**src/rtl/uart_brk_pkg.sv**
```systemverilog
package uart_brk_pkg;
  typedef enum logic [1:0] {
    ST_IDLE  = 2'd0,
    ST_ACT   = 2'd1,
    ST_ZHOLD = 2'd2,
    ST_BWAIT = 2'd3
  } rx_st_t;
endpackage

```
**src/rtl/rxb_sampler.sv**
```systemverilog
module rxb_sampler #(
  parameter int OVS = 8
) (
  input  logic clk,
  input  logic rst,
  input  logic tick,
  input  logic rx,
  input  logic restart,
  output logic rx_s,
  output logic bit_stb,
  output logic bit_val,
  output logic bit_nz
);
  localparam int PW = (OVS > 1) ? $clog2(OVS) : 1;
  localparam logic [PW-1:0] PH_LAST = PW'(OVS - 1);
  localparam logic [PW-1:0] PH_V0   = PW'(OVS / 2 - 1);
  localparam logic [PW-1:0] PH_V1   = PW'(OVS / 2);
  localparam logic [PW-1:0] PH_V2   = PW'(OVS / 2 + 1);

  logic          s1;
  logic [PW-1:0] ph;
  logic          v0, v1;

  always_ff @(posedge clk) begin
    if (rst) begin
      s1      <= 1'b1;
      rx_s    <= 1'b1;
      ph      <= '0;
      v0      <= 1'b1;
      v1      <= 1'b1;
      bit_stb <= 1'b0;
      bit_val <= 1'b1;
      bit_nz  <= 1'b0;
    end else begin
      s1      <= rx;
      rx_s    <= s1;
      bit_stb <= 1'b0;
      if (tick) begin
        if (restart) begin
          ph <= PW'(1);
        end else begin
          ph <= (ph == PH_LAST) ? '0 : ph + PW'(1);
          if (ph == PH_V0) v0 <= rx_s;
          if (ph == PH_V1) v1 <= rx_s;
          if (ph == PH_V2) begin
            bit_stb <= 1'b1;
            bit_val <= (v0 & v1) | (v0 & rx_s) | (v1 & rx_s);
            bit_nz  <= !((v0 == v1) && (v1 == rx_s));
          end
        end
      end
    end
  end


  stb_pulse_chk: assert property (@(posedge clk) disable iff (rst)
    bit_stb |=> !bit_stb);

  initial begin
    if (OVS < 4) $error("OVS must be at least 4");
  end
endmodule

```
**src/rtl/rxb_framer.sv**
```systemverilog
module rxb_framer
  import uart_brk_pkg::*;
#(
  parameter int DBITS = 8
) (
  input  logic             clk,
  input  logic             rst,
  input  logic             tick,
  input  logic             rx_s,
  input  logic             bit_stb,
  input  logic             bit_val,
  input  logic             bit_nz,
  input  logic             wide_mode,
  input  logic             brk_en,
  input  logic             par_en,
  output logic             restart,
  output logic             done,
  output logic             brk,
  output logic             leg_brk,
  output logic [DBITS:0]   frm_data,
  output logic             frm_fe,
  output logic             frm_pe,
  output logic             frm_nf,
  output logic             active
);
  localparam int SHW = DBITS + 1;
  localparam int CW  = $clog2(DBITS + 4);

  rx_st_t         st;
  logic [CW-1:0]  idx;
  logic [CW-1:0]  zrun;
  logic           nacc;
  logic [SHW-1:0] sh;

  logic [CW-1:0]  nb, blen, zn;
  logic           nz_acc;
  logic [SHW-1:0] data_cur;

  always_comb begin
    nb       = wide_mode ? CW'(SHW) : CW'(DBITS);
    blen     = nb + CW'(2);
    zn       = bit_val ? '0 : zrun + CW'(1);
    nz_acc   = nacc | bit_nz;
    data_cur = wide_mode ? sh : {1'b0, sh[DBITS-1:0]};
    restart  = (st == ST_IDLE) && tick && !rx_s;
    active   = (st != ST_IDLE);
  end

  always_ff @(posedge clk) begin
    if (rst) begin
      st       <= ST_IDLE;
      idx      <= '0;
      zrun     <= '0;
      nacc     <= 1'b0;
      sh       <= '0;
      done     <= 1'b0;
      brk      <= 1'b0;
      leg_brk  <= 1'b0;
      frm_data <= '0;
      frm_fe   <= 1'b0;
      frm_pe   <= 1'b0;
      frm_nf   <= 1'b0;
    end else begin
      done    <= 1'b0;
      brk     <= 1'b0;
      leg_brk <= 1'b0;
      unique case (st)
        ST_IDLE: begin
          if (restart) begin
            st   <= ST_ACT;
            idx  <= '0;
            zrun <= '0;
            nacc <= 1'b0;
            sh   <= '0;
          end
        end
        ST_ACT: begin
          if (bit_stb) begin
            zrun <= zn;
            nacc <= nz_acc;
            if (idx == '0) begin
              if (bit_val) st <= ST_IDLE;
              else         idx <= CW'(1);
            end else if (idx <= nb) begin
              for (int i = 0; i < SHW; i++)
                if (idx == CW'(i + 1)) sh[i] <= bit_val;
              idx <= idx + CW'(1);
            end else begin
              frm_data <= data_cur;
              frm_pe   <= par_en & (^data_cur);
              frm_nf   <= nz_acc;
              if (bit_val) begin
                done   <= 1'b1;
                frm_fe <= 1'b0;
                st     <= ST_IDLE;
              end else if (zn == blen) begin
                if (brk_en) begin
                  brk <= 1'b1;
                end else begin
                  done    <= 1'b1;
                  leg_brk <= 1'b1;
                  frm_fe  <= 1'b1;
                end
                st <= ST_BWAIT;
              end else if (brk_en) begin
                st <= ST_ZHOLD;
              end else begin
                done   <= 1'b1;
                frm_fe <= 1'b1;
                st     <= ST_BWAIT;
              end
            end
          end
        end
        ST_ZHOLD: begin
          if (bit_stb) begin
            zrun <= zn;
            nacc <= nz_acc;
            if (bit_val) begin
              done   <= 1'b1;
              frm_fe <= 1'b1;
              frm_nf <= nz_acc;
              st     <= ST_IDLE;
            end else if (zn == blen) begin
              brk    <= 1'b1;
              frm_nf <= nz_acc;
              st     <= ST_BWAIT;
            end
          end
        end
        ST_BWAIT: begin
          if (tick && rx_s) st <= ST_IDLE;
        end
        default: st <= ST_IDLE;
      endcase
    end
  end


  one_event_chk: assert property (@(posedge clk) disable iff (rst)
    $onehot0({done, brk}));


  brk_mode_chk: assert property (@(posedge clk) disable iff (rst)
    brk |-> $past(brk_en));


  leg_zero_chk: assert property (@(posedge clk) disable iff (rst)
    leg_brk |-> (done && frm_data == '0 && frm_fe));
endmodule

```
**src/rtl/uart_brk_rx.sv**
```systemverilog
module uart_brk_rx #(
  parameter int OVS   = 8,
  parameter int DBITS = 8
) (
  input  logic           clk,
  input  logic           rst,
  input  logic           rx_in,
  input  logic           tick,
  input  logic           wide_mode,
  input  logic           brk_en,
  input  logic           par_en,
  input  logic           rd_stb,
  input  logic           brk_ack,
  output logic [DBITS:0] rx_data,
  output logic           rdrf,
  output logic           fe,
  output logic           ovr,
  output logic           pe,
  output logic           nf,
  output logic           raf,
  output logic           bkdif
);
  logic rx_s, bit_stb, bit_val, bit_nz, restart;
  logic done, brk, leg_brk, frm_fe, frm_pe, frm_nf, active;
  logic [DBITS:0] frm_data;

  rxb_sampler #(.OVS(OVS)) u_samp (
    .clk(clk), .rst(rst), .tick(tick), .rx(rx_in), .restart(restart),
    .rx_s(rx_s), .bit_stb(bit_stb), .bit_val(bit_val), .bit_nz(bit_nz)
  );

  rxb_framer #(.DBITS(DBITS)) u_frm (
    .clk(clk), .rst(rst), .tick(tick), .rx_s(rx_s),
    .bit_stb(bit_stb), .bit_val(bit_val), .bit_nz(bit_nz),
    .wide_mode(wide_mode), .brk_en(brk_en), .par_en(par_en),
    .restart(restart), .done(done), .brk(brk), .leg_brk(leg_brk),
    .frm_data(frm_data), .frm_fe(frm_fe), .frm_pe(frm_pe), .frm_nf(frm_nf),
    .active(active)
  );

  always_ff @(posedge clk) begin
    if (rst) begin
      rx_data <= '0;
      rdrf    <= 1'b0;
      fe      <= 1'b0;
      ovr     <= 1'b0;
      pe      <= 1'b0;
      nf      <= 1'b0;
      raf     <= 1'b0;
      bkdif   <= 1'b0;
    end else begin
      raf <= active;
      if (rd_stb) begin
        rdrf <= 1'b0;
        fe   <= 1'b0;
        ovr  <= 1'b0;
        pe   <= 1'b0;
        nf   <= 1'b0;
      end
      if (brk_ack) bkdif <= 1'b0;
      if (done) begin
        if (leg_brk) begin
          rx_data <= '0;
          rdrf    <= 1'b1;
          fe      <= 1'b1;
          pe      <= frm_pe;
          nf      <= frm_nf;
          if (rdrf && !rd_stb) ovr <= 1'b1;
        end else if (rdrf && !rd_stb) begin
          ovr <= 1'b1;
        end else begin
          rx_data <= frm_data;
          rdrf    <= 1'b1;
          fe      <= frm_fe;
          pe      <= frm_pe;
          nf      <= frm_nf;
        end
      end
      if (brk) begin
        bkdif <= 1'b1;
        if (frm_nf) nf <= 1'b1;
      end
    end
  end


  brk_keep_chk: assert property (@(posedge clk) disable iff (rst)
    (brk && !rd_stb) |=> ($stable(rx_data) && $stable(rdrf) && $stable(fe)
                          && $stable(pe) && $stable(ovr)));


  leg_brk_chk: assert property (@(posedge clk) disable iff (rst)
    (done && leg_brk) |=> (rx_data == '0 && fe && rdrf));


  overrun_chk: assert property (@(posedge clk) disable iff (rst)
    (done && !leg_brk && rdrf && !rd_stb) |=> (ovr && $stable(rx_data)));


  read_clr_chk: assert property (@(posedge clk) disable iff (rst)
    (rd_stb && !done && !brk) |=> (!rdrf && !fe && !pe && !ovr && !nf && $stable(rx_data)));


  ack_clr_chk: assert property (@(posedge clk) disable iff (rst)
    (brk_ack && !brk) |=> !bkdif);
endmodule

```
**config.mk**
```make
export PLATFORM = sky130hd
export DESIGN_NAME = uart_brk_rx
export DESIGN_NICKNAME = d
export VERILOG_FILES = /design/src/rtl/uart_brk_pkg.sv /design/src/rtl/rxb_sampler.sv /design/src/rtl/rxb_framer.sv /design/src/rtl/uart_brk_rx.sv
export SDC_FILE = /design/constraint.sdc
export NUM_CORES = 1
export LEC_CHECK = 0
export BUFFER_PORTS_ARGS = -buffer_cell sky130_fd_sc_hd__buf_2
export CAP_MARGIN = 0
export CELL_PAD_IN_SITES_DETAIL_PLACEMENT = 1
export CELL_PAD_IN_SITES_GLOBAL_PLACEMENT = 2
export CORE_UTILIZATION = 33
export DETAILED_ROUTE_END_ITERATION = 10
export GPL_TIMING_DRIVEN = 0
export HOLD_SLACK_MARGIN = 0.12
export PLACE_DENSITY_LB_ADDON = 0.1
export SLEW_MARGIN = 0
export SYNTH_ARGS = -nofsm -noshare
export SYNTH_HDL_FRONTEND = slang
export SYNTH_SLANG_ARGS = --single-unit
```
**constraint.sdc**
```tcl
create_clock -name clk -period 1.86 [get_ports clk]
set_input_delay 0.372 -clock clk [delete_from_list [all_inputs] [get_ports clk]]
set_output_delay 0.372 -clock clk [all_outputs]
set_load 0.01 [all_outputs]
```
==> results.md, run 1 <==
* u_frm.idx[2] — reg-to-reg critical path endpoint
* 0.421 — clock network power share
* 0.1860 — GR Util All Layers
* 0 — detailed-route DRC error count
* 0 — total number of yosys warnings
* 1.517 nW — total leakage power
* -410.8 ps — Post-Place Setup Slack
* 2100 ps — data arrival time of the worst path
* complete, no violations — outcome
* 96.78 um — die width
* 0.5196 — worst-case headroom to the max-slew limit
* 16.76 um — detailed-route wire length per cell
* 4 — Pre-Repair DR Iteration Count
* 96.78 um — Die Span Y
* 0 — Post-synth EDFFs
* 0.7402 — final estimated routing congestion in global placement
* 0.9858 — final cycle utilization of the critical path
* 0.360 — sequential cell fraction of total power
* 0.3399 — effective utilization at floorplan
* 10 — CP max FO
* 8.692 um2 — mean instance size in the synthesized netlist
* 9365 um2 — Die Area
* 13,860 um — wire length of the first global-routing pass
* 31.11% — Layout area overhead
* 350 ps — latest clock arrival within the worst-skew pair
* 8721 um2 — placeable core region
* 2 — clock buffer depth
* 2,621 — vias in the first global route
* 0 — max-cap viol count
* 969.9 nW/um2 — Power Density
* 8482 um — total wirelength of the detailed-routed design
* 0 — Max Transition Viols Final
* 0.002728 W — internal power contribution
* 11.36 ps — Clock Skew
* 12 — pin count of the biggest net entering global routing
* 82 — First DRT Iteration DRCs
* reg2reg — critical path type
* 8 — r2r worst-path depth
* 6028 um — hpwl dp
* 0.4456 — final standard cell utilization of the core
* 24 — count of input and output buffers
* 80 ps — Clk pin slew, worst setup/hold paths
* 1,020 — fill cell total of the finished layout
* sky130_fd_sc_hd__dfxtp_1, sky130_fd_sc_hd__ha_1, sky130_fd_sc_hd__a21oi_1, sky130_fd_sc_hd__nor2_1, sky130_fd_sc_hd__mux2i_1 — most area-consuming cells after synthesis
* 0 — Async S/R FF share, synth
* 1819 um2 — footprint of the multi-input gates
* 26.40 ps — worst setup margin
* 2130 ps — required time of the critical path
* 1240 um2 — area taken by flip-flops and latches
* 0.2839 — share of final-layout standard cells stronger than drive strength 1
* sky130_fd_sc_hd__clkbuf_8 — root buffer selected by CTS
* 341 — Syn Inst Count
* done — CTS tree
* 367 — syn_nets
* rx_in — worst hold path startpoint
* 0 — Antenna Violating Nets Remaining
* 0 — final hold violation count
* 2 — Worst Hold Path Cells
* flop — kind of start point of the critical path
* flop — CP Capture Type
* 61 — CTS sink cnt
* 2,659 — routed via count
* 61 — flip-flop and latch count after synthesis
* 0 — initial antenna violation count
* 34 — standard-cell rows
* 5.255 — post-detailed-route via-to-cell ratio
* 0 — overflow left after global routing
* 0.4120 — Yosys top cell area share
* 0.001042 W — net load switching power
* 0.219 — relative contribution of combinational cells to total power
* 9 — CTS Buf Count
* in2reg — class of the tightest hold or removal check
* 0 — Finish-stage setup viols
* 0.2764 — net switching fraction of the power
* u_frm.st[0] — Reg2Reg Launch Point
* true — RSZ-0062 raised after global routing
* 2964 um2 — post-synthesis instance area
* 720.7 ps — transition at the pin with the smallest max-transition slack
* 0.4215 mV — worst IR drop on VDD
* 25 — I/O pins
* 1834 ps — min cycle time layout
* sky130_fd_sc_hd__dfxtp_1 — cell type contributing the most total cell area after synthesis
* 0.4120 — sequential element share of the synthesized area
* 0.5454 GHz — Max Clock Freq
* sky130_fd_sc_hd__dfxtp_1 — most used flip-flop cell after synthesis
* 54 — number of distinct library cells after synthesis
* u_samp.s1 — hold path endpoint
* 0 — antenna diode instance count
* 30 ps — R2R setup slack
* 3 — total number of H-tree levels
* 419 — Post-layout nets
-- synth_stat cells (2+ instances only) --
cell / number
sky130_fd_sc_hd__nor4_1: 2
sky130_fd_sc_hd__o211ai_1: 4
sky130_fd_sc_hd__o2111ai_1: 2
sky130_fd_sc_hd__or2_2: 2
sky130_fd_sc_hd__nor2_1: 35
sky130_fd_sc_hd__xnor2_1: 8
sky130_fd_sc_hd__nand3b_1: 2
sky130_fd_sc_hd__a21oi_1: 29
sky130_fd_sc_hd__a31oi_1: 4
sky130_fd_sc_hd__or3_1: 3
sky130_fd_sc_hd__o21ai_0: 14
sky130_fd_sc_hd__dfxtp_1: 61
sky130_fd_sc_hd__nand2_1: 28
sky130_fd_sc_hd__mux2i_1: 11
sky130_fd_sc_hd__nor3b_1: 2
sky130_fd_sc_hd__nand4_1: 4
sky130_fd_sc_hd__a21boi_0: 2
sky130_fd_sc_hd__buf_1: 2
sky130_fd_sc_hd__a32o_1: 6
sky130_fd_sc_hd__inv_1: 21
sky130_fd_sc_hd__ha_1: 17
sky130_fd_sc_hd__buf_2: 3
sky130_fd_sc_hd__nand2b_1: 9
sky130_fd_sc_hd__nand3_1: 8
sky130_fd_sc_hd__clkbuf_1: 11
sky130_fd_sc_hd__a22oi_1: 11
sky130_fd_sc_hd__nor2b_1: 3
sky130_fd_sc_hd__nor3_1: 11
-- cells in the final DEF, fill, tap and decap left out, types with 6 or more instances in the layout --
master and instances:
sky130_fd_sc_hd__nand3_1 8, sky130_fd_sc_hd__nor3_1 8, sky130_fd_sc_hd__buf_4 17, sky130_fd_sc_hd__clkbuf_1 7
sky130_fd_sc_hd__a21oi_2 6, sky130_fd_sc_hd__a32o_1 6, sky130_fd_sc_hd__inv_1 18, sky130_fd_sc_hd__dfxtp_1 54
sky130_fd_sc_hd__mux2i_1 10, sky130_fd_sc_hd__nor2_1 33, sky130_fd_sc_hd__a21oi_1 22, sky130_fd_sc_hd__o21ai_0 14
sky130_fd_sc_hd__clkbuf_8 9, sky130_fd_sc_hd__buf_2 26, sky130_fd_sc_hd__nand2b_1 8, sky130_fd_sc_hd__xnor2_1 7
sky130_fd_sc_hd__nand2_1 25, sky130_fd_sc_hd__ha_1 12, sky130_fd_sc_hd__a22oi_1 11
-- through the flow --
stage / total power (W) / hold slack [ps] / TNS (ps) / cells / instance area [um2]
4_1_cts: 0.003650 / 202.0 / -100.9 / 497 / 3722
3_5_place_dp: 0.001951 / 401.6 / -8859 / 473 / 3234
6_report: 0.003769 / 212.3 / 0 / 506 / 3886
2_1_floorplan: 0.001785 / 389.5 / -8.828 / 341 / 2979
3_3_place_gp: 0.001948 / 396.0 / -7993 / 473 / 3234
5_1_grt: 0.003927 / 203.7 / -369.0 / 506 / 3886
-- power groups by stage --
stage	Sequential [W]	Combinational [W]	Clock, W
after floorplan	0.00138	0.000408	0
after global placement	0.00138	0.000569	0
after detailed placement	0.00138	0.000570	0
after CTS	0.00135	0.000679	0.00162
after global routing	0.00136	0.000878	0.00169
final	0.00136	0.000826	0.00159
-- worst max-delay path, stage by stage, from the launching register on --
cell and delay [ps]:
sky130_fd_sc_hd__dfxtp_4 380, sky130_fd_sc_hd__inv_2 60, sky130_fd_sc_hd__ha_4 190, sky130_fd_sc_hd__buf_8 150
sky130_fd_sc_hd__a21oi_4 170, sky130_fd_sc_hd__buf_6 120, sky130_fd_sc_hd__o2111ai_1 100, sky130_fd_sc_hd__a2111o_1 470
sky130_fd_sc_hd__a21oi_2 120
-- layout make-up --
class	count	area share
Buffer	16	0.02286
Clock buffer	10	0.03284
Clock inverter	6	0.03445
Inverter	21	0.02093
Multi-Input combinational cell	243	0.4681
Sequential cell	61	0.3191
Tap cell	108	0.03477
Timing Repair Buffer	41	0.06697
-- worst max-delay path by stage --
stage                        start             to  slack [ps]  cells past startpoint
finish                 u_frm.st[0]   u_frm.idx[2]          30                      8
global route        u_samp.bit_val    u_frm.sh[2]         -60                      4
CTS                    u_frm.st[0]  u_frm.zrun[2]         -40                      6
detailed placement     u_frm.st[0]   u_frm.idx[2]        -410                      8
global placement         wide_mode    u_frm.st[0]        -350                      7
floorplan            u_frm.zrun[0]   u_frm.frm_nf          -9                      6
-- cells by family (layout without fill, tap and decap cells) --
logic type / count (synthesis) / count (layout) / synth area share
DFF: 61 / 61 / 0.4120
xor gates and xnor gates: 10 / 10 / 0.03419
and+or+nand+nor: 114 / 114 / 0.1857
buffers and inverters: 37 / 94 / 0.04812
adders and majority gates: 17 / 17 / 0.07176
AOI/OAI and AO/OA: 90 / 90 / 0.2073
muxes: 12 / 12 / 0.04095
-- state kept, by name (all words and copies together), names as in the netlist, 2 cells and up --
name,count
u_frm.frm_data,9
u_frm.idx,4
u_samp.ph,3
u_frm.zrun,4
u_frm.sh,9
u_frm.st,2
rx_data,9
-- routing by layer --
layer | track usage | wire length [um] | vias to the layer above
li1 | - | - | 1326
met1 | 0.2372 | 4081 | 1286
met2 | 0.3109 | 4043 | 36
met3 | 0.04986 | 232 | 11
met4 | 0.04592 | 124 | 0
met5 | 0 | 0 | -
-- what timing repair did --
action	in CTS	in global routing
resized for setup	40	28
hold endpoints to repair	0	0
pin swaps	7	14
buffers inserted	8	9
hold buffers	0	0
endpoints found under the setup margin	38	28
Note: power is estimated with default switching activity, not from simulation.
==> inputs of run 2 (changes only) <==
--- a/config.mk
+++ b/config.mk
@@ -13,8 +13,9 @@
 export DETAILED_ROUTE_END_ITERATION = 10
 export GPL_TIMING_DRIVEN = 0
 export HOLD_SLACK_MARGIN = 0.12
-export PLACE_DENSITY_LB_ADDON = 0.1
+export PLACE_DENSITY = 0.72
 export SLEW_MARGIN = 0
 export SYNTH_ARGS = -nofsm -noshare
 export SYNTH_HDL_FRONTEND = slang
+export SYNTH_HIERARCHICAL = 1
 export SYNTH_SLANG_ARGS = --single-unit
==> results.md, run 2 <==
* 8848 um2 — placeable core region, was 8721 um2
* sky130_fd_sc_hd__clkbuf_8 — root buffer selected by CTS, unchanged
* 434 — Post-layout nets, was 419
* 0 — Max Transition Viols Final, unchanged
* rx_data: 9 flops, u_frm/frm_data: 9 flops, u_frm/sh: 9 flops — largest registers, was rx_data: 9 flops, u_frm.frm_data: 9 flops, u_frm.sh: 9 flops
* 70 ps — Clk pin slew, worst setup/hold paths, was 80 ps
* flop — kind of start point of the critical path, unchanged
* 7.097 ps — Clock Skew, was 11.36 ps
* 0.003119 W — total chip power, was 0.003769 W
* u_frm/frm_nf — reg-to-reg critical path endpoint, was u_frm.idx[2]
* 61 — flip-flop and latch count after synthesis, unchanged
* 2080 ps — data arrival time of the worst path, was 2100 ps
* 98.48 um — Die Span Y, was 96.78 um
* 0 — quantity of hold-fixing buffers added after cts, unchanged
* 0 — initial antenna violation count, unchanged
* u_samp/s1 — hold path endpoint, was u_samp.s1
* 0.7483 — final estimated routing congestion in global placement, was 0.7402
* 2,740 — routed via count, was 2,659
* 8 — r2r worst-path depth, unchanged
* sky130_fd_sc_hd__dfxtp_4 — Max stage delay cell, worst path, was sky130_fd_sc_hd__a2111o_1
* 0 — Async S/R FF share, synth, unchanged
* inv_4 > ha_4 > nor2_4 > o31ai_4 > buf_4 > mux2i_1 > and3_1 > o21a_1 — crit-path cells, was inv_2 > ha_4 > buf_8 > a21oi_4 > buf_6 > o2111ai_1 > a2111o_1 > a21oi_2
* sky130_fd_sc_hd__dfxtp_1 — most used flip-flop cell after synthesis, unchanged
* sky130_fd_sc_hd__dfxtp_1, sky130_fd_sc_hd__a21oi_1, sky130_fd_sc_hd__ha_1, sky130_fd_sc_hd__nand3_1, sky130_fd_sc_hd__o21ai_0 — most area-consuming cells after synthesis, was sky130_fd_sc_hd__dfxtp_1, sky130_fd_sc_hd__ha_1, sky130_fd_sc_hd__a21oi_1, sky130_fd_sc_hd__nor2_1, sky130_fd_sc_hd__mux2i_1
* u_frm/idx[0] — Reg2Reg Launch Point, was u_frm.st[0]
* 23 — count of input and output buffers, was 24
* 0 — overflow left after global routing, unchanged
* 0.3471 — effective utilization at floorplan, was 0.3399
* 400 ps — Critical Path Max Stage Delay, was 470 ps
* 1836 ps — min cycle time layout, was 1834 ps
* 25.38% — Layout area overhead, was 31.11%
* 0 ps — Setup TNS, unchanged
* 0 — max-cap viol count, unchanged
* 0 — Finish-stage setup viols, unchanged
* 340 ps — latest clock arrival within the worst-skew pair, was 350 ps
* 61 — CTS sink cnt, unchanged
* 0.1871 — GR Util All Layers, was 0.1860
* flop — CP Capture Type, unchanged
* 0.3976 — sequential element share of the synthesized area, was 0.4120
* sky130_fd_sc_hd__dfxtp_1 — most common library cell in the layout ignoring fill and taps, unchanged
* 9 — Pre-Repair DR Iteration Count, was 4
* 0.2767 — share of final-layout standard cells stronger than drive strength 1, was 0.2839
* 3 — total number of H-tree levels, unchanged
* 3851 um2 — final design area excluding fillers, was 3886 um2
* 359 — Syn Inst Count, was 341
* 6014 um — hpwl dp, was 6028 um
* 694.9 ps — transition at the pin with the smallest max-transition slack, was 720.7 ps
* 3339 um2 — Post-DP Area, was 3234 um2
* 0 — final hold violation count, unchanged
* 0 — Post-synth EDFFs, unchanged
* sky130_fd_sc_hd__dfxtp_1, sky130_fd_sc_hd__a21oi_1, sky130_fd_sc_hd__nand2_1 — Post-synth top cells, was sky130_fd_sc_hd__dfxtp_1, sky130_fd_sc_hd__nor2_1, sky130_fd_sc_hd__a21oi_1
* 98.48 um — die width, was 96.78 um
* 0.4352 — final standard cell utilization of the core, was 0.4456
* 9698 um2 — Die Area, was 9365 um2
* 0.3072 mV — worst IR drop on VDD, was 0.4215 mV
* in2reg — class of the tightest hold or removal check, unchanged
* 2 — Worst Hold Path Cells, unchanged
* true — RSZ-0062 raised after global routing, unchanged
* 16.48 um — detailed-route wire length per cell, was 16.76 um
* 386 — syn_nets, was 367
* 0.5446 GHz — Max Clock Freq, was 0.5454 GHz
* sky130_fd_sc_hd__dfxtp_1 — cell type contributing the most total cell area after synthesis, unchanged
* 34 — standard-cell rows, unchanged
* 0 — Antenna Violating Nets Remaining, unchanged
* 0 — antenna diode instance count, unchanged
* 6 — total number of yosys warnings, was 0
* 3072 um2 — post-synthesis instance area, was 2964 um2
* 20 ps — R2R setup slack, was 30 ps
* 9 — CTS Buf Count, unchanged
* sky130_fd_sc_hd__dfxtp_1, sky130_fd_sc_hd__a21oi_1, sky130_fd_sc_hd__buf_2, sky130_fd_sc_hd__nand2_1 — most frequent cells in the layout, was sky130_fd_sc_hd__dfxtp_1, sky130_fd_sc_hd__nor2_1, sky130_fd_sc_hd__buf_2
* 1.452 nW — total leakage power, was 1.517 nW
* DRC — violations in the final reports
* 0.5367 — worst-case headroom to the max-slew limit, was 0.5196
* 2 — clock buffer depth, unchanged
* rx_in — worst hold path startpoint, unchanged
* reg2reg — critical path type, unchanged
* 0.3976 — Yosys top cell area share, was 0.4120
* 5.269 — post-detailed-route via-to-cell ratio, was 5.255
* 2 — detailed-route DRC error count, was 0
* sky130_fd_sc_hd__dfxtp_1 — count leader, synth, unchanged
* 8.556 um2 — mean instance size in the synthesized netlist, was 8.692 um2
* 76 — First DRT Iteration DRCs, was 82
* 0.9872 — final cycle utilization of the critical path, was 0.9858
* 14,190 um — wire length of the first global-routing pass, was 13,860 um
* 2100 ps — required time of the critical path, was 2130 ps
* 8568 um — total wirelength of the detailed-routed design, was 8482 um
* 2,795 — vias in the first global route, was 2,621
* 10 — CP max FO, unchanged
* 809.8 nW/um2 — Power Density, was 969.9 nW/um2
* 25 — I/O pins, unchanged
* finished with violations — outcome, was complete, no violations
* 12 — pin count of the biggest net entering global routing, unchanged
* done — CTS tree, unchanged
* 63 — number of distinct library cells after synthesis, was 54
run 2: cell count changes after synthesis, moves of 4 or more:
cell,before,now
sky130_fd_sc_hd__a21oi_1,29,47
sky130_fd_sc_hd__a22oi_1,11,1
sky130_fd_sc_hd__a32o_1,6,0
sky130_fd_sc_hd__inv_1,21,16
sky130_fd_sc_hd__mux2i_1,11,3
sky130_fd_sc_hd__nand2b_1,9,4
sky130_fd_sc_hd__nand3_1,8,23
sky130_fd_sc_hd__nor2_1,35,20
sky130_fd_sc_hd__nor2b_1,3,8
sky130_fd_sc_hd__o211ai_1,4,0
sky130_fd_sc_hd__o21a_1,0,5
sky130_fd_sc_hd__o21ai_0,14,22
run 2: stage by stage:
stage / setup WS, ps / hold WS [ps] / instances
after floorplan: 2.980 / 389.5 / 359
after global placement: -402.0 / 394.7 / 490
after detailed placement: -462.6 / 399.1 / 490
after CTS: -62.97 / 200.0 / 511
after global routing: -43.09 / 205.4 / 520
final: 23.81 / 210.9 / 520
run 2: cell families after synthesis:
logic type,share of synthesized area
AO/OA/AOI/OAI,0.2359
XOR/XNOR,0.03014
adder cells (fa/ha/maj),0.07332
buffers and inverters,0.05458
flip-flops,0.3976
multiplexers,0.009776
AND/OR/NAND/NOR,0.1988
run 2: critical path, delay by kind of cell (launching register included):
family	cells	cell delay, ps
flops	1	400
compound gates	2	400
buf+inv	2	310
fa+ha+maj	1	270
simple gates	2	240
mux	1	120
run 2: area by class of cell:
class                   count  area [um2]
well taps                 108       135.1
clock inverters             6       86.33
flip-flops and latches     61        1231
inverters                  18       75.07
plain buffers              19       108.9
repair buffers             39       239.0
clock buffers              10       137.6
fillers                  1056        4997
multi-input cells         259        1838
run 2: per-layer routing:
metal	global-route usage	vias to the layer above	share of wire
met2	0.3250	38	0.49
met3	0.02979	11	0.021
met4	0.07233	0	0.019
met5	0	-	0
li1	-	1374	-
met1	0.2329	1317	0.47
run 2: how the worst max path moves through the flow:
stage / cells past startpoint / start / slack, ps / endpoint
floorplan: 8 / u_frm/st[0] / 3 / u_frm/zrun[2]
global placement: 8 / u_frm/st[0] / -400 / u_frm/zrun[2]
detailed placement: 8 / u_frm/st[0] / -460 / u_frm/zrun[2]
CTS: 7 / u_frm/idx[1] / -60 / u_frm/st[0]
global route: 7 / u_frm/idx[0] / -40 / u_frm/idx[2]
finish: 8 / u_frm/idx[0] / 20 / u_frm/frm_nf
run 2: power by group:
group	internal (W)	switching (W)	total (W)
Clock	0.000788	0.000567	0.00136
Combinational	0.000182	0.000245	0.000427
Sequential	0.00132	0.0000174	0.00134
run 2: repair_timing:
action,CTS,global route
endpoints found under the setup margin,33,28
buffers inserted,6,10
gates resized for setup,23,22
pin swaps,2,15
==> inputs of run 3 (changes only) <==
--- a/config.mk
+++ b/config.mk
@@ -5,11 +5,12 @@
 export SDC_FILE = /design/constraint.sdc
 export NUM_CORES = 1
 export LEC_CHECK = 0
+export ABC_AREA = 1
 export BUFFER_PORTS_ARGS = -buffer_cell sky130_fd_sc_hd__buf_2
 export CAP_MARGIN = 0
 export CELL_PAD_IN_SITES_DETAIL_PLACEMENT = 1
 export CELL_PAD_IN_SITES_GLOBAL_PLACEMENT = 2
-export CORE_UTILIZATION = 33
+export CORE_UTILIZATION = 31
 export DETAILED_ROUTE_END_ITERATION = 10
 export GPL_TIMING_DRIVEN = 0
 export HOLD_SLACK_MARGIN = 0.12
==> results.md, run 3 <==
* complete, no violations — outcome, was finished with violations
* 3 — total number of H-tree levels, unchanged
* 0.0008328 W — net load switching power, was 0.0008293 W
* 1.680 nW — total leakage power, was 1.452 nW
* 13.14 um — detailed-route wire length per cell, was 16.48 um
* 9.352 ps — Clock Skew, was 7.097 ps
* flop — kind of start point of the critical path, unchanged
* u_frm/idx[0] — Reg2Reg Launch Point, unchanged
* 61 — flip-flop and latch count after synthesis, unchanged
* 2100 ps — required time of the critical path, about the same
* 0 — Async S/R FF share, synth, unchanged
* 16.73% — Layout area overhead, was 25.38%
* 208.8 ps — tightest hold margin, was 210.9 ps
* rx_data: 9 flops, u_frm/frm_data: 9 flops, u_frm/sh: 9 flops — largest registers, unchanged
* 736.8 nW/um2 — Power Density, was 809.8 nW/um2
* 4 — Pre-Repair DR Iteration Count, was 9
* 0 — Antenna Violating Nets Remaining, unchanged
* 0 — max-cap viol count, unchanged
* 144.5 ps — worst setup margin, was 23.81 ps
* 0.001991 W — internal power contribution, was 0.002289 W
* -149.4 ps — Post-Place Setup Slack, was -462.6 ps
* 4.653 — post-detailed-route via-to-cell ratio, was 5.269
* 2 — Worst Hold Path Cells, unchanged
* reg2reg — critical path type, unchanged
* 9 — CTS Buf Count, unchanged
* 340 ps — latest clock arrival within the worst-skew pair, about the same
* 9 — r2r worst-path depth, was 8
* 482 — syn_nets, was 386
* 0 — overflow left after global routing, unchanged
* 0.3720 — sequential element share of the synthesized area, was 0.3976
* rx_in — worst hold path startpoint, unchanged
* 8307 um — total wirelength of the detailed-routed design, was 8568 um
* 1960 ps — data arrival time of the worst path, was 2080 ps
* 0 — antenna diode instance count, unchanged
* 7.216 um2 — mean instance size in the synthesized netlist, was 8.556 um2
* 24 — count of input and output buffers, was 23
* sky130_fd_sc_hd__nand2_1, sky130_fd_sc_hd__dfxtp_1, sky130_fd_sc_hd__inv_1, sky130_fd_sc_hd__nor2_1, sky130_fd_sc_hd__a21oi_1 — Post-synth top cells, was sky130_fd_sc_hd__dfxtp_1, sky130_fd_sc_hd__a21oi_1, sky130_fd_sc_hd__nand2_1
* 0.5219 — worst-case headroom to the max-slew limit, was 0.5367
* 6456 um — hpwl dp, was 6014 um
* 25 — I/O pins, unchanged
* 0.2949 — net switching fraction of the power, was 0.2659
* 0 — Post-synth EDFFs, unchanged
* 0.349 — clock network power share, was 0.435
* 0.485 — sequential cell fraction of total power, was 0.429
* sky130_fd_sc_hd__dfxtp_4 — Max stage delay cell, worst path, unchanged
* sky130_fd_sc_hd__nand2_1 — count leader, synth, was sky130_fd_sc_hd__dfxtp_1
* 104.9 um — die width, was 98.48 um
* 390 ps — Critical Path Max Stage Delay, was 400 ps
* 0 — final hold violation count, unchanged
* 140 ps — R2R setup slack, was 20 ps
* 0.3195 — effective utilization at floorplan, was 0.3471
* 61 — CTS sink cnt, unchanged
* 14,260 um — wire length of the first global-routing pass, was 14,190 um
* true — RSZ-0062 raised after global routing, unchanged
* 3283 um2 — post-synthesis instance area, was 3072 um2
* 70 ps — Clk pin slew, worst setup/hold paths, about the same
* 2 — clock buffer depth, unchanged
* 84 — First DRT Iteration DRCs, was 76
* 0.166 — relative contribution of combinational cells to total power, was 0.137
* 0.3051 mV — worst IR drop on VDD, was 0.3072 mV
* done — CTS tree, unchanged
* 1 — crit path buf inv count, was 2
* 2,919 — vias in the first global route, was 2,795
* flop — CP Capture Type, unchanged
* 37 — standard-cell rows, was 34
* in2reg — class of the tightest hold or removal check, unchanged
* 36 — number of distinct library cells after synthesis, was 63
* 0.1658 — GR Util All Layers, was 0.1871
* 6 — total number of yosys warnings, unchanged
* sky130_fd_sc_hd__dfxtp_1 — cell type contributing the most total cell area after synthesis, unchanged
* 0.2177 — share of final-layout standard cells stronger than drive strength 1, was 0.2767
* 0.8003 — final estimated routing congestion in global placement, was 0.7483
* 2,941 — routed via count, was 2,740
* 104.9 um — Die Span Y, was 98.48 um
* simple AND/OR/NAND/NOR gates — critical path's top delay family, was flip-flops
* 0.9223 — final cycle utilization of the critical path, was 0.9872
* sky130_fd_sc_hd__dfxtp_1, sky130_fd_sc_hd__nand2_1, sky130_fd_sc_hd__ha_1, sky130_fd_sc_hd__inv_1, sky130_fd_sc_hd__nor2_1 — most area-consuming cells after synthesis, was sky130_fd_sc_hd__dfxtp_1, sky130_fd_sc_hd__a21oi_1, sky130_fd_sc_hd__ha_1, sky130_fd_sc_hd__nand3_1, sky130_fd_sc_hd__o21ai_0
* u_frm/idx[0] — reg-to-reg critical path endpoint, was u_frm/frm_nf
* 0 — Max Transition Viols Final, unchanged
* 0.5829 GHz — Max Clock Freq, was 0.5446 GHz
* 10,280 um2 — placeable core region, was 8848 um2
* 0.3720 — Yosys top cell area share, was 0.3976
* 0 — detailed-route DRC error count, was 2
* sky130_fd_sc_hd__clkbuf_8 — root buffer selected by CTS, unchanged
* u_samp/s1 — hold path endpoint, unchanged
* 7 — CP max FO, was 10
* inv_4 > ha_4 > or2_4 > a21oi_4 > nand2_4 > nand2_8 > nor2_8 > o21ai_0 > nor2_1 — crit-path cells, was inv_4 > ha_4 > nor2_4 > o31ai_4 > buf_4 > mux2i_1 > and3_1 > o21a_1
* 16 — pin count of the biggest net entering global routing, was 12
* sky130_fd_sc_hd__nand2_1, sky130_fd_sc_hd__dfxtp_1, sky130_fd_sc_hd__nor2_1 — most frequent cells in the layout, was sky130_fd_sc_hd__dfxtp_1, sky130_fd_sc_hd__a21oi_1, sky130_fd_sc_hd__buf_2, sky130_fd_sc_hd__nand2_1
* 717.2 ps — transition at the pin with the smallest max-transition slack, was 694.9 ps
* 0 — Finish-stage setup viols, unchanged
* 1716 ps — min cycle time layout, was 1836 ps
* sky130_fd_sc_hd__nand2_1 — most common library cell in the layout ignoring fill and taps, was sky130_fd_sc_hd__dfxtp_1
* 11,010 um2 — Die Area, was 9698 um2
* sky130_fd_sc_hd__dfxtp_1 — most used flip-flop cell after synthesis, unchanged
* u_frm/idx[0] — Crit. Startpoint, unchanged
* 0 — initial antenna violation count, unchanged
* 455 — Syn Inst Count, was 359
* 521 — Post-layout nets, was 434
[run 3: repair_timing]
| action | 4_1_cts | 5_1_grt |
|---|---|---|
| hold endpoints to repair | 0 | 0 |
| hold buffers | 0 | 0 |
| endpoints found under the setup margin | 23 | 28 |
| resized for setup | 6 | 16 |
| buffers inserted | 2 | 2 |
| pin swaps | 3 | 9 |
| cloned | 0 | 0 |
[run 3: per-stage QoR]
step | TNS, ps | std cells | util | total power (W) | area [um2]
after floorplan | 0 | 455 | - | 0.001713 | 3283
after global placement | -415.0 | 615 | 0.3477 | 0.001830 | 3573
after detailed placement | -1057 | 615 | 0.3477 | 0.001840 | 3573
after CTS | 0 | 630 | 0.3663 | 0.002854 | 3765
after global routing | -23.97 | 632 | 0.3729 | 0.002999 | 3832
final | 0 | 632 | 0.3729 | 0.002824 | 3832
[run 3: layout make-up]
type,instances,area (um2)
clock inverter,3,15.01
timing repair buffer,28,150.1
fill,1312,6445
tap,136,170.2
clock buffer,10,137.6
inverter,58,227.7
multi-input combinational,327,1822
sequential,61,1230
buffer,9,80.08
[run 3: kinds of logic (layout without fill, tap and decap cells)]
group,Yosys count,count (layout),share of synthesized area
fa+ha+maj,18,18,0.06860
xor+xnor,4,4,0.01067
flops,61,61,0.3720
simple gates,229,229,0.3220
compound gates,76,76,0.1361
buf+inv,67,108,0.09070
[run 3: worst max-delay path by stage]
| stage | slack [ps] | endpoint | cells past startpoint |
|---|---|---|---|
| 2_1_floorplan | 180 | u_frm/frm_fe | 9 |
| 3_5_place_dp | -150 | u_frm/frm_fe | 9 |
| 4_1_cts | 9 | u_frm/frm_data[5] | 11 |
| 6_report | 140 | u_frm/idx[0] | 9 |
| 5_1_grt | -20 | u_frm/st[0] | 10 |
| 3_3_place_gp | -150 | u_frm/frm_fe | 9 |
[run 3: power groups by stage]
stage	clock, W	sequential, W	combinational, W
5_1_grt	0.00109	0.00138	0.000537
3_5_place_dp	0	0.00140	0.000438
3_3_place_gp	0	0.00140	0.000430
6_report	0.000985	0.00137	0.000468
4_1_cts	0.00103	0.00137	0.000448
2_1_floorplan	0	0.00139	0.000321
[run 3: metal layers]
| layer | up-vias | GRT usage | share of wire |
|---|---|---|---|
| met3 | 11 | 0.03057 | 0.023 |
| li1 | 1533 | - | - |
| met4 | 0 | 0.07243 | 0.017 |
| met2 | 32 | 0.2763 | 0.48 |
| met5 | - | 0 | 0 |
| met1 | 1365 | 0.2082 | 0.48 |
